[src/rtl/clkcfg_pkg.sv]
`timescale 1ns/1ps
package clkcfg_pkg;

    localparam int DATA_W = 32;
    localparam int MSEL_W = 15;
    localparam int DIV_MAX = 32;
    localparam int NSEL_W = $clog2(DIV_MAX);

    // register word selector: paddr[3:2]
    localparam int SEL_LSB = 2;
    localparam int SEL_W   = 2;

    // field positions in configuration and status words
    localparam int CFG_MSEL_LSB  = 0;
    localparam int CFG_NSEL_LSB  = 16;
    localparam int STAT_EN_BIT   = 0;
    localparam int STAT_CONN_BIT = 1;
    localparam int STAT_NSEL_LSB = 8;
    localparam int STAT_MSEL_LSB = 16;

    localparam logic [DATA_W-1:0] KEY_ARM    = 32'h0000_00AA;
    localparam logic [DATA_W-1:0] KEY_COMMIT = 32'h0000_0055;

    typedef logic [DATA_W-1:0] word_t;

    typedef enum logic [SEL_W-1:0] {
        REG_CTL  = 2'd0,
        REG_CFG  = 2'd1,
        REG_FEED = 2'd2,
        REG_STAT = 2'd3
    } reg_sel_e;

    typedef struct packed {
        logic conn;
        logic en;
    } ctl_t;

    typedef struct packed {
        logic [NSEL_W-1:0] nsel;
        logic [MSEL_W-1:0] msel;
    } cfg_t;

    function automatic word_t pack_ctl(input ctl_t c);
        word_t w;
        w = '0;
        w[STAT_EN_BIT]   = c.en;
        w[STAT_CONN_BIT] = c.conn;
        return w;
    endfunction

    function automatic word_t pack_cfg(input cfg_t c);
        word_t w;
        w = '0;
        w[CFG_MSEL_LSB +: MSEL_W] = c.msel;
        w[CFG_NSEL_LSB +: NSEL_W] = c.nsel;
        return w;
    endfunction

    function automatic word_t pack_status(input ctl_t c, input cfg_t g);
        word_t w;
        w = '0;
        w[STAT_EN_BIT]   = c.en;
        w[STAT_CONN_BIT] = c.conn;
        w[STAT_NSEL_LSB +: NSEL_W] = g.nsel;
        w[STAT_MSEL_LSB +: MSEL_W] = g.msel;
        return w;
    endfunction

    function automatic logic [MSEL_W:0] eff_mult(input logic [MSEL_W-1:0] f);
        return {1'b0, f} + (MSEL_W+1)'(1);
    endfunction

    function automatic logic [NSEL_W:0] eff_prediv(input logic [NSEL_W-1:0] f);
        return {1'b0, f} + (NSEL_W+1)'(1);
    endfunction

endpackage

[src/rtl/clkcfg_apb_decode.sv]
`timescale 1ns/1ps
module clkcfg_apb_decode
    import clkcfg_pkg::*;
#(
    parameter int ADDR_W = 4
) (
    input  logic              psel,
    input  logic              penable,
    input  logic              pwrite,
    input  logic [ADDR_W-1:0] paddr,
    input  word_t             pwdata,
    output logic              acc,
    output logic              hit,
    output reg_sel_e          sel,
    output logic              wr_ctl,
    output logic              wr_cfg,
    output logic              wr_feed,
    output logic              key_arm,
    output logic              key_commit
);

    localparam int TOP_LSB = SEL_LSB + SEL_W;

    logic upper_ok;
    logic align_ok;

    // Address bits above the register selector must be zero for a hit.
    generate
        if (ADDR_W > TOP_LSB) begin : g_wide
            assign upper_ok = (paddr[ADDR_W-1:TOP_LSB] == '0);
        end else begin : g_narrow
            assign upper_ok = 1'b1;
        end
    endgenerate

    assign align_ok = (paddr[SEL_LSB-1:0] == '0);
    assign hit      = psel && upper_ok && align_ok;
    assign sel      = reg_sel_e'(paddr[SEL_LSB +: SEL_W]);
    assign acc      = psel && penable;

    always_comb begin
        wr_ctl  = 1'b0;
        wr_cfg  = 1'b0;
        wr_feed = 1'b0;
        if (acc && pwrite && hit) begin
            case (sel)
                REG_CTL:  wr_ctl  = 1'b1;
                REG_CFG:  wr_cfg  = 1'b1;
                REG_FEED: wr_feed = 1'b1;
                default:  ;
            endcase
        end
    end

    // The whole word is compared: stray upper bits spoil the key.
    assign key_arm    = (pwdata == KEY_ARM);
    assign key_commit = (pwdata == KEY_COMMIT);

endmodule

[src/rtl/clkcfg_feed_seq.sv]
`timescale 1ns/1ps
module clkcfg_feed_seq (
    input  logic clk,
    input  logic rst,
    input  logic psel,
    input  logic acc,
    input  logic wr_feed,
    input  logic key_arm,
    input  logic key_commit,
    output logic commit
);

    logic armed;

    // Armed lives through exactly one setup phase; any access
    // re-evaluates it, an idle cycle drops it.
    always_ff @(posedge clk) begin
        if (rst) begin
            armed <= 1'b0;
        end else if (acc) begin
            armed <= wr_feed && key_arm;
        end else if (!psel) begin
            armed <= 1'b0;
        end
    end

    assign commit = acc && wr_feed && key_commit && armed;

endmodule

[src/rtl/clkcfg_active_regs.sv]
`timescale 1ns/1ps
module clkcfg_active_regs
    import clkcfg_pkg::*;
(
    input  logic clk,
    input  logic rst,
    input  logic commit,
    input  logic pwr_down,
    input  ctl_t stg_ctl,
    input  cfg_t stg_cfg,
    output ctl_t act_ctl,
    output cfg_t act_cfg
);

    ctl_t nxt_ctl;

    // Load first, then power-down overrides the control half.
    always_comb begin
        nxt_ctl = act_ctl;
        if (commit) begin
            nxt_ctl.en   = stg_ctl.en;
            nxt_ctl.conn = stg_ctl.conn && stg_ctl.en && act_ctl.en;
        end
        if (pwr_down) begin
            nxt_ctl.en   = 1'b0;
            nxt_ctl.conn = 1'b0;
        end
    end

    always_ff @(posedge clk) begin
        if (rst) begin
            act_ctl <= '0;
            act_cfg <= '0;
        end else begin
            act_ctl <= nxt_ctl;
            if (commit) begin
                act_cfg <= stg_cfg;
            end
        end
    end

endmodule

[src/rtl/clkcfg_regs.sv]
`timescale 1ns/1ps
module clkcfg_regs
    import clkcfg_pkg::*;
#(
    parameter int ADDR_W = 4
) (
    input  logic                clk,
    input  logic                rst,
    input  logic                psel,
    input  logic                penable,
    input  logic                pwrite,
    input  logic [ADDR_W-1:0]   paddr,
    input  logic [DATA_W-1:0]   pwdata,
    output logic [DATA_W-1:0]   prdata,
    input  logic                pwr_down,
    output logic                gen_en,
    output logic                gen_conn,
    output logic [MSEL_W-1:0]   gen_msel,
    output logic [NSEL_W-1:0]   gen_nsel,
    output logic [MSEL_W:0]     gen_mult,
    output logic [NSEL_W:0]     gen_prediv
);

    logic     acc;
    logic     hit;
    reg_sel_e sel;
    logic     wr_ctl;
    logic     wr_cfg;
    logic     wr_feed;
    logic     key_arm;
    logic     key_commit;
    logic     feed_commit;

    ctl_t stg_ctl;
    cfg_t stg_cfg;
    ctl_t act_ctl;
    cfg_t act_cfg;

    clkcfg_apb_decode #(.ADDR_W(ADDR_W)) u_dec (
        .psel       (psel),
        .penable    (penable),
        .pwrite     (pwrite),
        .paddr      (paddr),
        .pwdata     (pwdata),
        .acc        (acc),
        .hit        (hit),
        .sel        (sel),
        .wr_ctl     (wr_ctl),
        .wr_cfg     (wr_cfg),
        .wr_feed    (wr_feed),
        .key_arm    (key_arm),
        .key_commit (key_commit)
    );

    clkcfg_feed_seq u_seq (
        .clk        (clk),
        .rst        (rst),
        .psel       (psel),
        .acc        (acc),
        .wr_feed    (wr_feed),
        .key_arm    (key_arm),
        .key_commit (key_commit),
        .commit     (feed_commit)
    );

    // Staged copies: written freely, never touched by feed or power-down.
    always_ff @(posedge clk) begin
        if (rst) begin
            stg_ctl <= '0;
            stg_cfg <= '0;
        end else begin
            if (wr_ctl) begin
                stg_ctl.en   <= pwdata[STAT_EN_BIT];
                stg_ctl.conn <= pwdata[STAT_CONN_BIT];
            end
            if (wr_cfg) begin
                stg_cfg.msel <= pwdata[CFG_MSEL_LSB +: MSEL_W];
                stg_cfg.nsel <= pwdata[CFG_NSEL_LSB +: NSEL_W];
            end
        end
    end

    clkcfg_active_regs u_act (
        .clk      (clk),
        .rst      (rst),
        .commit   (feed_commit),
        .pwr_down (pwr_down),
        .stg_ctl  (stg_ctl),
        .stg_cfg  (stg_cfg),
        .act_ctl  (act_ctl),
        .act_cfg  (act_cfg)
    );

    always_comb begin
        prdata = '0;
        if (hit && !pwrite) begin
            case (sel)
                REG_CTL:  prdata = pack_ctl(stg_ctl);
                REG_CFG:  prdata = pack_cfg(stg_cfg);
                REG_STAT: prdata = pack_status(act_ctl, act_cfg);
                default:  prdata = '0;
            endcase
        end
    end

    assign gen_en     = act_ctl.en;
    assign gen_conn   = act_ctl.conn;
    assign gen_msel   = act_cfg.msel;
    assign gen_nsel   = act_cfg.nsel;
    assign gen_mult   = eff_mult(act_cfg.msel);
    assign gen_prediv = eff_prediv(act_cfg.nsel);

endmodule

[config.mk]
export PLATFORM = sky130hd
export DESIGN_NAME = clkcfg_regs
export DESIGN_NICKNAME = d
export VERILOG_FILES = /design/src/rtl/clkcfg_pkg.sv /design/src/rtl/clkcfg_apb_decode.sv /design/src/rtl/clkcfg_feed_seq.sv /design/src/rtl/clkcfg_active_regs.sv /design/src/rtl/clkcfg_regs.sv
export SDC_FILE = /design/constraint.sdc
export NUM_CORES = 1
export LEC_CHECK = 0
export ABC_AREA = 1
export BUFFER_PORTS_ARGS = -buffer_cell sky130_fd_sc_hd__clkbuf_2
export CAP_MARGIN = 25
export CORE_MARGIN = 3
export CORE_UTILIZATION = 47
export DETAILED_ROUTE_END_ITERATION = 8
export PLACE_DENSITY = 0.79
export RECOVER_POWER = 100
export SYNTH_ARGS = -nofsm -noshare
export SYNTH_HDL_FRONTEND = slang
export SYNTH_SLANG_ARGS = --single-unit
[constraint.sdc]
create_clock -name clk -period 3.25 [get_ports clk]
set_clock_uncertainty 0.15 [all_clocks]
set_input_delay 0.65 -clock clk [delete_from_list [all_inputs] [get_ports clk]]
set_output_delay 0.65 -clock clk [all_outputs]
set_load 0.05 [all_outputs]
==> reports/metrics.yaml, run 1 <==
yosys:
  ys_async_sr_fraction_pct: 0
  ys.warnings.count: 0
  synth_seq_cells: 45
  synth_seq_area_share_pct: 33.1
  post_synth_inst_count: 422
  synth_enable_flop_cells: 0
  synth_cell_type_count: 31
  average_size_of_a_mapped_cell_um2: 6.44
  synth_area_um2: 2720
  yosys_most_used_dff: "sky130_fd_sc_hd__dfxtp_1"
worst_hold_path:
  hp-class: "reg -> reg"
timing:
  fin_tns_setup_ps: 0
  tightestPinTransition_ps: 1670
  rsz0062_at_grt: "no"
  min_period_ps: 2980
  slew_violations: 25
  layout_worst_path_cycle_share_pct: 91.8
  timing.final.setup_violations: 0
  fmax_ghz: 0.335
  slew-limit-headroom_pct: -11.8
  final-hold-violation-count: 0
clocking:
  cts_repair_resize_count: 0
  cts_hold_buffers: 0
  cts_tree: "built"
  clockBufferDepth: 2
  ctsHtreeMaxLevel: 2
  insertion_delay_ps: 310
  cts_sinks: 45
  clock-root-buffer: "sky130_fd_sc_hd__clkbuf_8"
  clk_pin_slew_worst_paths_ps: 80
  num_cts_buffers: 5
  post_cts_buffers: 0
route:
  vias: 3117
  drc_errors: 0
  routed_length_per_instance_um: 13.4
  route.final.wire_length_um: 7980
  post_drt_via_cell_ratio: 5.22
  post_route_ant_nets: 0
  dr.pass1.iters: 5
  detailedRoute.firstIterationViolations: 170
critical_path:
  cp_data_arrival_time_ps: 2180
  timing.critical_path.to: "prdata[28]"
  rrSetupSlack_ps: 1320
  crit_path_max_fanout: 27
  crit_path_end_kind: "output pin"
  r2r_cells: 8
  timing.rr.start: "u_seq.armed$_SDFFE_PP0P_"
  timing.critical_path.from_type: "primary input"
  worstSetupStartpoint: "paddr[1]"
  worst_r2r_endpoint: "u_act.act_ctl[0]$_SDFFE_PP0P_"
  timing_worst_setup_path_type: "in -> out"
  data_required_time_at_the_worst_endpoint_ps: 2450
global_route:
  grt_pass1_vias: 2803
  number_of_antenna_violations_at_the_first_check_in_global_routing: 0
  global_route.overflow_total: 0
  grt.total_usage_pct: 24.6
  wire_length_of_the_first_global_routing_pass_um: 12700
  grt_max_degree: 41
die:
  chipWidth_um: 82.1
  initial_utilization_pct: 49.1
  std_cell_rows: 27
  die_y_um: 82.1
  area_of_the_die_um2: 6730
  number_of_ports_placed_on_the_die_boundary: 118
  core_ar_um2: 5540
power:
  power_leakage_uw: 0.00124
  combPwrFrac_pct: 9.0
  cellInternalPower_uw: 757
  pwr-share-clk_pct: 36.3
  ir_worst_vdd_mv: 0.162
  switching_power_of_the_nets_uw: 254
  power.switching_fraction_pct: 25.1
  power_density_nw_per_um2: 306
  p_seq_share_pct: 54.6
layout:
  drive_above_1_share_pct: 16.2
  seqCellArea_um2: 901
  combined_area_of_the_multi_input_logic_cells_um2: 1500
  ant_diodes: 0
  nNetsFinal: 568
  area_delta_synth_final_pct: 21.5
  final_design_utilization_pct: 59.6
  fillerInstances: 605
status:
  violations: "max-capacitance violations, max-slew violations"
  run_status: "complete, but fails checks"
placed_design:
  detailedPlacementHpwl_um: 6250
  port-buffer-count: 115
  gp_congestion: 0.977
flow_run:
  maxCapViolations: 1
[cell type report]
cell class | instances | area share (%)
clock buffer | 6 | 2.50
clock inverter | 2 | 0.417
multi-input combinational | 305 | 45.4
timing repair buffer | 121 | 16.5
tap | 72 | 2.73
inverter | 46 | 5.23
sequential | 45 | 27.3
[critical path: stages]
cell	delay (ps)
sky130_fd_sc_hd__clkbuf_2	80
sky130_fd_sc_hd__nor2_1	90
sky130_fd_sc_hd__nand2_1	100
sky130_fd_sc_hd__nor2_1	290
sky130_fd_sc_hd__inv_2	270
sky130_fd_sc_hd__nor3_1	210
sky130_fd_sc_hd__clkbuf_1	490
[placed cells by master (no fill, tap or decap), types with 4 or more instances in the layout]
master,synthesis,final
sky130_fd_sc_hd__inv_1,44,44
sky130_fd_sc_hd__a21oi_1,54,54
sky130_fd_sc_hd__dfxtp_1,45,45
sky130_fd_sc_hd__nand3_1,46,46
sky130_fd_sc_hd__nor2_2,5,4
sky130_fd_sc_hd__xor2_1,12,12
sky130_fd_sc_hd__nor3_1,23,23
sky130_fd_sc_hd__buf_4,4,5
sky130_fd_sc_hd__o21ai_0,23,23
sky130_fd_sc_hd__clkbuf_1,8,59
sky130_fd_sc_hd__clkbuf_8,0,6
sky130_fd_sc_hd__nand2_1,66,66
sky130_fd_sc_hd__nor2_1,53,55
sky130_fd_sc_hd__clkbuf_2,0,57
[Yosys cell counts (2+ instances only)]
cell	count	share of area, %
sky130_fd_sc_hd__buf_4	4	1.1
sky130_fd_sc_hd__buf_1	2	0.28
sky130_fd_sc_hd__nand2_1	66	9.1
sky130_fd_sc_hd__nor3_1	23	4.2
sky130_fd_sc_hd__nor2_2	5	1.2
sky130_fd_sc_hd__buf_6	2	0.83
sky130_fd_sc_hd__inv_2	2	0.28
sky130_fd_sc_hd__a21oi_1	54	9.9
sky130_fd_sc_hd__xnor2_1	2	0.64
sky130_fd_sc_hd__ha_1	2	0.92
sky130_fd_sc_hd__o21ai_0	23	4.2
sky130_fd_sc_hd__nor2_1	53	7.3
sky130_fd_sc_hd__buf_2	11	2.0
sky130_fd_sc_hd__clkbuf_1	8	1.1
sky130_fd_sc_hd__nand3b_1	2	0.55
sky130_fd_sc_hd__nand4_1	2	0.46
sky130_fd_sc_hd__nand2_2	2	0.46
sky130_fd_sc_hd__dfxtp_1	45	33
sky130_fd_sc_hd__xor2_1	12	3.9
sky130_fd_sc_hd__nor2_4	3	1.2
sky130_fd_sc_hd__nand3_1	46	8.5
sky130_fd_sc_hd__inv_1	44	6.1
[sequential cells by signal (all words and copies together), names as in the netlist]
register / count
stg_ctl: 2
u_act.act_ctl: 2
u_act.act_cfg: 20
u_seq.armed: 1
stg_cfg: 20
[metal layers]
layer,global-route usage (%),wire [µm]
met1,29.3,3420
met2,43.1,3670
met3,5.26,682
met4,9.30,215
met5,0,0
[power by group through the flow]
stage          combinational (µW)  sequential (µW)  clock [µW]
2_1_floorplan                51.9              565           0
3_5_place_dp                 91.1              565           0
5_1_grt                       103              553         387
6_report                     91.3              552         367
3_3_place_gp                 89.2              565           0
4_1_cts                      91.4              552         370
[how the worst min path moves through the flow]
| stage | from | endpoint | slack (ps) | cells after the start |
|---|---|---|---|---|
| floorplan | stg_cfg[11]$_SDFFE_PP0P_ | stg_cfg[11]$_SDFFE_PP0P_ | 290 | 2 |
| global placement | stg_cfg[0]$_SDFFE_PP0P_ | stg_cfg[0]$_SDFFE_PP0P_ | 320 | 2 |
| detailed placement | stg_cfg[11]$_SDFFE_PP0P_ | stg_cfg[11]$_SDFFE_PP0P_ | 330 | 2 |
| CTS | stg_cfg[16]$_SDFFE_PP0P_ | stg_cfg[16]$_SDFFE_PP0P_ | 340 | 2 |
| global route | stg_cfg[12]$_SDFFE_PP0P_ | stg_cfg[12]$_SDFFE_PP0P_ | 360 | 2 |
| finish | stg_cfg[16]$_SDFFE_PP0P_ | stg_cfg[16]$_SDFFE_PP0P_ | 340 | 2 |
[stage by stage]
step	cell area [µm²]	cells	hold WS (ps)	power, µW	worst slack [ps]
floorplan	2730	423	294	617	102
global placement	3290	589	318	655	461
detailed placement	3290	589	333	657	408
CTS	3390	597	342	1010	404
global route	3300	597	361	1040	112
finish	3300	597	340	1010	266
[cells by family (layout without fill, tap and decap cells)]
| kind of cell | Yosys count | in the layout | synth area share [%] |
|---|---|---|---|
| flip-flops | 45 | 45 | 33.1 |
| AO/OA/AOI/OAI | 80 | 80 | 15.0 |
| buffers and inverters | 73 | 175 | 11.7 |
| other | 1 | 2 | 0.138 |
| adder cells (fa/ha/maj) | 2 | 2 | 0.920 |
| XOR/XNOR | 14 | 14 | 4.51 |
| AND/OR/NAND/NOR | 207 | 207 | 34.7 |
No activity file was read; power rests on OpenSTA's default activity.
==> run 2: changes to the inputs <==
MAX_ROUTING_LAYER = met4   (was unset)
==> run 2 against run 1 <==
Against the previous run:
- the run still ends with max-capacitance violations, max-slew violations left
- sequential power about the same
- first-iteration DRC count increased by 59%
- sequential cell count did not move
- clock-buffer cell count fell by 1
- sequential share of layout area about the same
- global-route usage up 0.37 points
- hold slack better by 0.88 ps
- clock power up 16%
- setup slack improved by 1.6 ps
==> reports/metrics.yaml, run 2 (synthesized netlist as in run 1, its figures left out) <==
placed_design:
  gp_congestion: 0.950  # was 0.977
  port-buffer-count: 115  # unchanged
  detailedPlacementHpwl_um: 6050  # was 6250 µm
timing:
  layout_worst_path_cycle_share_pct: 91.8  # about the same
  slew-limit-headroom_pct: -13.1  # was -11.8%
  min_period_ps: 2980  # about the same
  final-hold-violation-count: 0  # unchanged
  rsz0062_at_grt: "no"  # unchanged
  timing.final.setup_violations: 0  # unchanged
  fmax_ghz: 0.335  # about the same
  slew_violations: 25  # unchanged
  fin_tns_setup_ps: 0  # unchanged
  tightestPinTransition_ps: 1690  # was 1670 ps
status:
  run_status: "complete, but fails checks"  # unchanged
  violations: "max-capacitance violations, max-slew violations"  # unchanged
global_route:
  wire_length_of_the_first_global_routing_pass_um: 12600  # was 12700 µm
  grt.total_usage_pct: 25.0  # was 24.6%
  grt_max_degree: 45  # was 41
  number_of_antenna_violations_at_the_first_check_in_global_routing: 0  # unchanged
  global_route.overflow_total: 0  # unchanged
  top_usage_layer: "met2"  # unchanged
  gr-usage-met1_pct: 31.1  # was 29.3%
  global_route.usage.met3_pct: 5.37  # was 5.26%
  grt_pass1_vias: 2731  # was 2803
  grt.met2_usage_pct: 41.2  # was 43.1%
die:
  std_cell_rows: 27  # unchanged
  area_of_the_die_um2: 6730  # unchanged
  core_ar_um2: 5540  # unchanged
  chipWidth_um: 82.1  # unchanged
  number_of_ports_placed_on_the_die_boundary: 118  # unchanged
  initial_utilization_pct: 49.1  # unchanged
  die_y_um: 82.1  # unchanged
critical_path:
  cp_data_arrival_time_ps: 2180  # about the same
  timing.critical_path.max_delay_family: "buffers and inverters"  # unchanged
  timing.critical_path.from_type: "primary input"  # unchanged
  rrSetupSlack_ps: 1600  # was 1320 ps
  timing.critical_path.buf_inv: 3  # unchanged
  timing.critical_path.cells: "clkbuf_2, nor2_1, nand2_1, nor2_1, inv_2, nor3_1, clkbuf_1"  # unchanged
  crit_path_max_fanout: 27  # unchanged
  timing.critical_path.slowest_cell_delay_ps: 500  # was 490 ps
  crit_path_end_kind: "output pin"  # unchanged
  cp_slowest_cell: "sky130_fd_sc_hd__clkbuf_1"  # unchanged
  worst_path_most_repeated_cell: "sky130_fd_sc_hd__nor2_1"  # unchanged
  data_required_time_at_the_worst_endpoint_ps: 2450  # about the same
  timing_worst_setup_path_type: "in -> out"  # unchanged
power:
  design_power_total_uw: 1070  # was 1010 µW
  ir_worst_vdd_mv: 0.174  # was 0.162 mV
  power_leakage_uw: 0.00121  # was 0.00124 µW
  power_density_nw_per_um2: 323  # was 306 nW/µm²
layout:
  mostFrequentLayoutCell: "sky130_fd_sc_hd__clkbuf_1"  # was sky130_fd_sc_hd__nand2_1
  fillerInstances: 615  # was 605
  nNetsFinal: 568  # unchanged
  commonest_cells_after_routing_fill_and_taps_aside: "70 x sky130_fd_sc_hd__clkbuf_1, 66 x sky130_fd_sc_hd__nand2_1, 56 x sky130_fd_sc_hd__nor2_1"  # was 66 x sky130_fd_sc_hd__nand2_1, 59 x sky130_fd_sc_hd__clkbuf_1, 57 x sky130_fd_sc_hd__clkbuf_2
  area_delta_synth_final_pct: 21.6  # was 21.5%
  ant_diodes: 0  # unchanged
  drive_above_1_share_pct: 13.9  # was 16.2%
  largest_registers: "stg_cfg (20), u_act.act_cfg (20)"  # unchanged
route:
  detailedRoute.firstIterationViolations: 270  # was 170
  dr.pass1.iters: 4  # was 5
  routed_length_per_instance_um: 13.4  # about the same
  vias: 3091  # was 3117
  drc_errors: 0  # unchanged
  post_route_ant_nets: 0  # unchanged
  post_drt_via_cell_ratio: 5.18  # was 5.22
  route.final.wire_length_um: 7970  # was 7980 µm
worst_hold_path:
  hp-class: "reg -> reg"  # unchanged
clocking:
  clk_pin_slew_worst_paths_ps: 80  # about the same
  clock-root-buffer: "sky130_fd_sc_hd__clkbuf_8"  # unchanged
  clockBufferDepth: 2  # unchanged
  cts_sinks: 45  # unchanged
  ctsHtreeMaxLevel: 2  # unchanged
  num_cts_buffers: 5  # unchanged
  cts_tree: "built"  # unchanged
  insertion_delay_ps: 300  # was 310 ps
  cts_repair_resize_count: 0  # unchanged
  post_cts_buffers: 0  # unchanged
  cts_hold_buffers: 0  # unchanged
flow_run:
  maxCapViolations: 1  # unchanged
[run 2: changes by cell type in the layout (fill, tap and decap cells not counted)]
cell / previous run / this run
sky130_fd_sc_hd__clkbuf_1: 59 / 70
sky130_fd_sc_hd__clkbuf_2: 57 / 46
sky130_fd_sc_hd__bufinv_16: 0 / 1
sky130_fd_sc_hd__clkbuf_8: 6 / 5
sky130_fd_sc_hd__clkinv_2: 1 / 0
sky130_fd_sc_hd__clkinvlp_4: 0 / 1
sky130_fd_sc_hd__nor2_1: 55 / 56
sky130_fd_sc_hd__nor2_2: 4 / 3
[run 2: worst min-delay path, stage by stage, from the launching register on]
cell                      delay (ps)
sky130_fd_sc_hd__dfxtp_1         300
sky130_fd_sc_hd__inv_1            80
sky130_fd_sc_hd__a21oi_1          60
[run 2: routing by layer]
metal / vias to the layer above / wire, µm
li1: 1571 / -
met1: 1387 / 3580
met2: 123 / 3720
met3: 10 / 574
met4: 0 / 92
met5: - / 0
[run 2: cell type report]
cell class / count / area, µm² / area share (%)
Clock buffer: 5 / 68.8 / 2.08
Clock inverter: 3 / 46.3 / 1.40
Inverter: 46 / 173 / 5.22
Multi-Input combinational cell: 305 / 1500 / 45.3
Sequential cell: 45 / 901 / 27.2
Tap cell: 72 / 90.1 / 2.72
Timing Repair Buffer: 121 / 531 / 16.0
[run 2: stage by stage]
| step | instance area [µm²] | setup WS, ps | hold slack, ps | instances | utilization (%) |
|---|---|---|---|---|---|
| 4_1_cts | 3410 | 404 | 341 | 597 | 61.5 |
| 3_3_place_gp | 3290 | 463 | 324 | 589 | 59.5 |
| 6_report | 3310 | 268 | 341 | 597 | 59.7 |
| 5_1_grt | 3310 | 131 | 361 | 597 | 59.7 |
| 3_5_place_dp | 3290 | 397 | 328 | 589 | 59.5 |
| 2_1_floorplan | 2730 | 102 | 294 | 423 | - |
[run 2: power by group]
part	switching, µW	internal, µW	leakage, µW
registers	0.538	552	0.000362
clock network	194	230	0.0000543
logic	59.0	33.2	0.000791
[run 2: final timing paths]
path                                                from                             to  cells past startpoint
worst max-delay path                            paddr[1]                      prdata[6]                      7
worst min-delay path             stg_cfg[7]$_SDFFE_PP0P_        stg_cfg[7]$_SDFFE_PP0P_                      2
worst max register to register  u_seq.armed$_SDFFE_PP0P_  u_act.act_ctl[0]$_SDFFE_PP0P_                      8
worst min register to register   stg_cfg[7]$_SDFFE_PP0P_        stg_cfg[7]$_SDFFE_PP0P_                      2
==> run 3: changes to the inputs <==
BUFFER_PORTS_ARGS = -buffer_cell sky130_fd_sc_hd__buf_2   (was -buffer_cell sky130_fd_sc_hd__clkbuf_2)
CORE_ASPECT_RATIO = 1.1   (was unset)
==> run 3 against run 2 <==
Against the previous run:
- the run now ends clean
- core utilization grew 0.25 points
- die area about the same
- first-iteration DRC count shrank 20%
- clock power grew 2%
- non-clock buffer count down 1
- sequential power hardly changed
- power increased by 0.81%
- final cell count grew 0.34%
- combinational power fell by 0.8%
- highest routed layer unchanged
==> reports/metrics.yaml, run 3 (synthesized netlist as in run 1, its figures left out) <==
status:
  run_status: "completed"  # was complete, but fails checks
clocking:
  clock-root-buffer: "sky130_fd_sc_hd__clkbuf_8"  # unchanged
  cts_tree: "built"  # unchanged
  num_cts_buffers: 5  # unchanged
  post_cts_buffers: 0  # unchanged
  cts_repair_resize_count: 0  # unchanged
  clockBufferDepth: 2  # unchanged
  ctsHtreeMaxLevel: 2  # unchanged
  cts_sinks: 45  # unchanged
  cts_hold_buffers: 0  # unchanged
  clk_pin_slew_worst_paths_ps: 80  # about the same
  insertion_delay_ps: 290  # was 300 ps
global_route:
  grt.total_usage_pct: 23.4  # was 25.0%
  global_route.overflow_total: 0  # unchanged
  grt_pass1_vias: 2699  # was 2731
  wire_length_of_the_first_global_routing_pass_um: 12500  # was 12600 µm
  grt_max_degree: 45  # unchanged
  number_of_antenna_violations_at_the_first_check_in_global_routing: 0  # unchanged
die:
  die_y_um: 85.8  # was 82.1 µm
  core_ar_um2: 5500  # was 5540 µm²
  number_of_ports_placed_on_the_die_boundary: 118  # unchanged
  chipWidth_um: 78.5  # was 82.1 µm
  std_cell_rows: 28  # was 27
  area_of_the_die_um2: 6730  # about the same
  initial_utilization_pct: 49.4  # was 49.1%
layout:
  ant_diodes: 0  # unchanged
  nNetsFinal: 567  # was 568
  area_delta_synth_final_pct: 21.3  # was 21.6%
  mostFrequentLayoutCell: "sky130_fd_sc_hd__clkbuf_1"  # unchanged
  commonest_cells_after_routing_fill_and_taps_aside: "72 x sky130_fd_sc_hd__clkbuf_1, 66 x sky130_fd_sc_hd__nand2_1, 55 x sky130_fd_sc_hd__a21oi_1"  # was 70 x sky130_fd_sc_hd__clkbuf_1, 66 x sky130_fd_sc_hd__nand2_1, 56 x sky130_fd_sc_hd__nor2_1
  largest_registers: "stg_cfg (20), u_act.act_cfg (20)"  # unchanged
  drive_above_1_share_pct: 13.5  # was 13.9%
placed_design:
  port-buffer-count: 115  # unchanged
  detailedPlacementHpwl_um: 5870  # was 6050 µm
  detailedPlace.worstSlack_ps: 429  # was 397 ps
  gp_congestion: 0.905  # was 0.950
critical_path:
  data_required_time_at_the_worst_endpoint_ps: 2450  # about the same
  crit_path_max_fanout: 17  # was 27
  cp_data_arrival_time_ps: 2200  # was 2180 ps
  crit_path_end_kind: "output pin"  # unchanged
  timing_worst_setup_path_type: "in -> out"  # unchanged
  rrSetupSlack_ps: 1590  # was 1600 ps
  timing.critical_path.from_type: "primary input"  # unchanged
route:
  detailedRoute.firstIterationViolations: 217  # was 270
  route.final.wire_length_um: 7740  # was 7970 µm
  dr.pass1.iters: 4  # unchanged
  routed_length_per_instance_um: 12.9  # was 13.4 µm
  drc_errors: 0  # unchanged
  post_drt_via_cell_ratio: 5.16  # was 5.18
  vias: 3093  # was 3091
  post_route_ant_nets: 0  # unchanged
worst_hold_path:
  hp-class: "reg -> reg"  # unchanged
timing:
  tightestPinTransition_ps: 1080  # was 1690 ps
  layout_worst_path_cycle_share_pct: 92.2  # was 91.8%
  slew-limit-headroom_pct: 27.9  # was -13.1%
  fmax_ghz: 0.334  # was 0.335 GHz
  slew_violations: 0  # was 25
  min_period_ps: 3000  # was 2980 ps
  setup_ws_ps: 253  # was 268 ps
  fin_tns_setup_ps: 0  # unchanged
  rsz0062_at_grt: "no"  # unchanged
  final-hold-violation-count: 0  # unchanged
  timing.final.setup_violations: 0  # unchanged
power:
  power_leakage_uw: 0.00120  # was 0.00121 µW
  cellInternalPower_uw: 834  # was 815 µW
  switching_power_of_the_nets_uw: 243  # was 254 µW
  power_density_nw_per_um2: 327  # was 323 nW/µm²
  p_seq_share_pct: 51.2  # was 51.7%
  ir_worst_vdd_mv: 0.235  # was 0.174 mV
  combPwrFrac_pct: 8.5  # was 8.6%
  pwr-share-clk_pct: 40.3  # was 39.7%
  power.switching_fraction_pct: 22.6  # was 23.8%
flow_run:
  maxCapViolations: 0  # was 1
run 3: cell count changes in the layout (fill, tap and decap cells not counted), moves of 2 or more:
| cell | before | now |
|---|---|---|
| sky130_fd_sc_hd__buf_4 | 5 | 3 |
| sky130_fd_sc_hd__clkbuf_1 | 70 | 72 |
| sky130_fd_sc_hd__nor2_2 | 3 | 6 |
| sky130_fd_sc_hd__clkbuf_2 | 46 | 2 |
| sky130_fd_sc_hd__buf_2 | 0 | 44 |
| sky130_fd_sc_hd__nor2_1 | 56 | 54 |
run 3: power by group through the flow:
stage | Clock (µW) | Combinational, µW | Sequential (µW)
final | 434 | 91.6 | 552
after global routing | 465 | 103 | 552
after CTS | 443 | 92.1 | 552
after detailed placement | 0 | 92.1 | 565
after global placement | 0 | 90.2 | 565
after floorplan | 0 | 51.9 | 565
run 3: per-layer routing:
metal,GRT usage [%],share of wire (%)
met1,29.8,43
met2,38.8,47
met3,3.99,8.8
met4,5.41,0.76
met5,-,0
run 3: critical path: stages:
cell and delay, ps:
sky130_fd_sc_hd__clkbuf_2 260, sky130_fd_sc_hd__inv_1 110, sky130_fd_sc_hd__nand2_1 70, sky130_fd_sc_hd__clkbuf_1 280, sky130_fd_sc_hd__o211ai_1 240, sky130_fd_sc_hd__nand2_1 70, sky130_fd_sc_hd__inv_1 60, sky130_fd_sc_hd__clkbuf_1 460
run 3: area by class of cell:
type	instances	area, µm²
timing repair buffer	120	519
tap	75	93.8
clock inverter	1	30.0
sequential	45	901
clock buffer	7	86.3
multi-input combinational	305	1490
fill	577	2200
inverter	46	173
run 3: metrics by stage:
step	power (µW)	area [µm²]	instances	util, %	hold WS, ps
floorplan	617	2730	423	-	294
global placement	655	3290	591	59.8	309
detailed placement	657	3290	591	59.8	313
CTS	1090	3410	599	61.9	324
global route	1120	3300	599	59.9	342
finish	1080	3300	599	59.9	326
run 3: worst paths after layout:
kind	start	end	cells past startpoint
worst max register to register	u_seq.armed$_SDFFE_PP0P_	u_act.act_ctl[0]$_SDFFE_PP0P_	8
worst min register to register	stg_cfg[15]$_SDFFE_PP0P_	stg_cfg[15]$_SDFFE_PP0P_	2
worst max-delay path	paddr[3]	prdata[1]	8
worst min-delay path	stg_cfg[15]$_SDFFE_PP0P_	stg_cfg[15]$_SDFFE_PP0P_	2
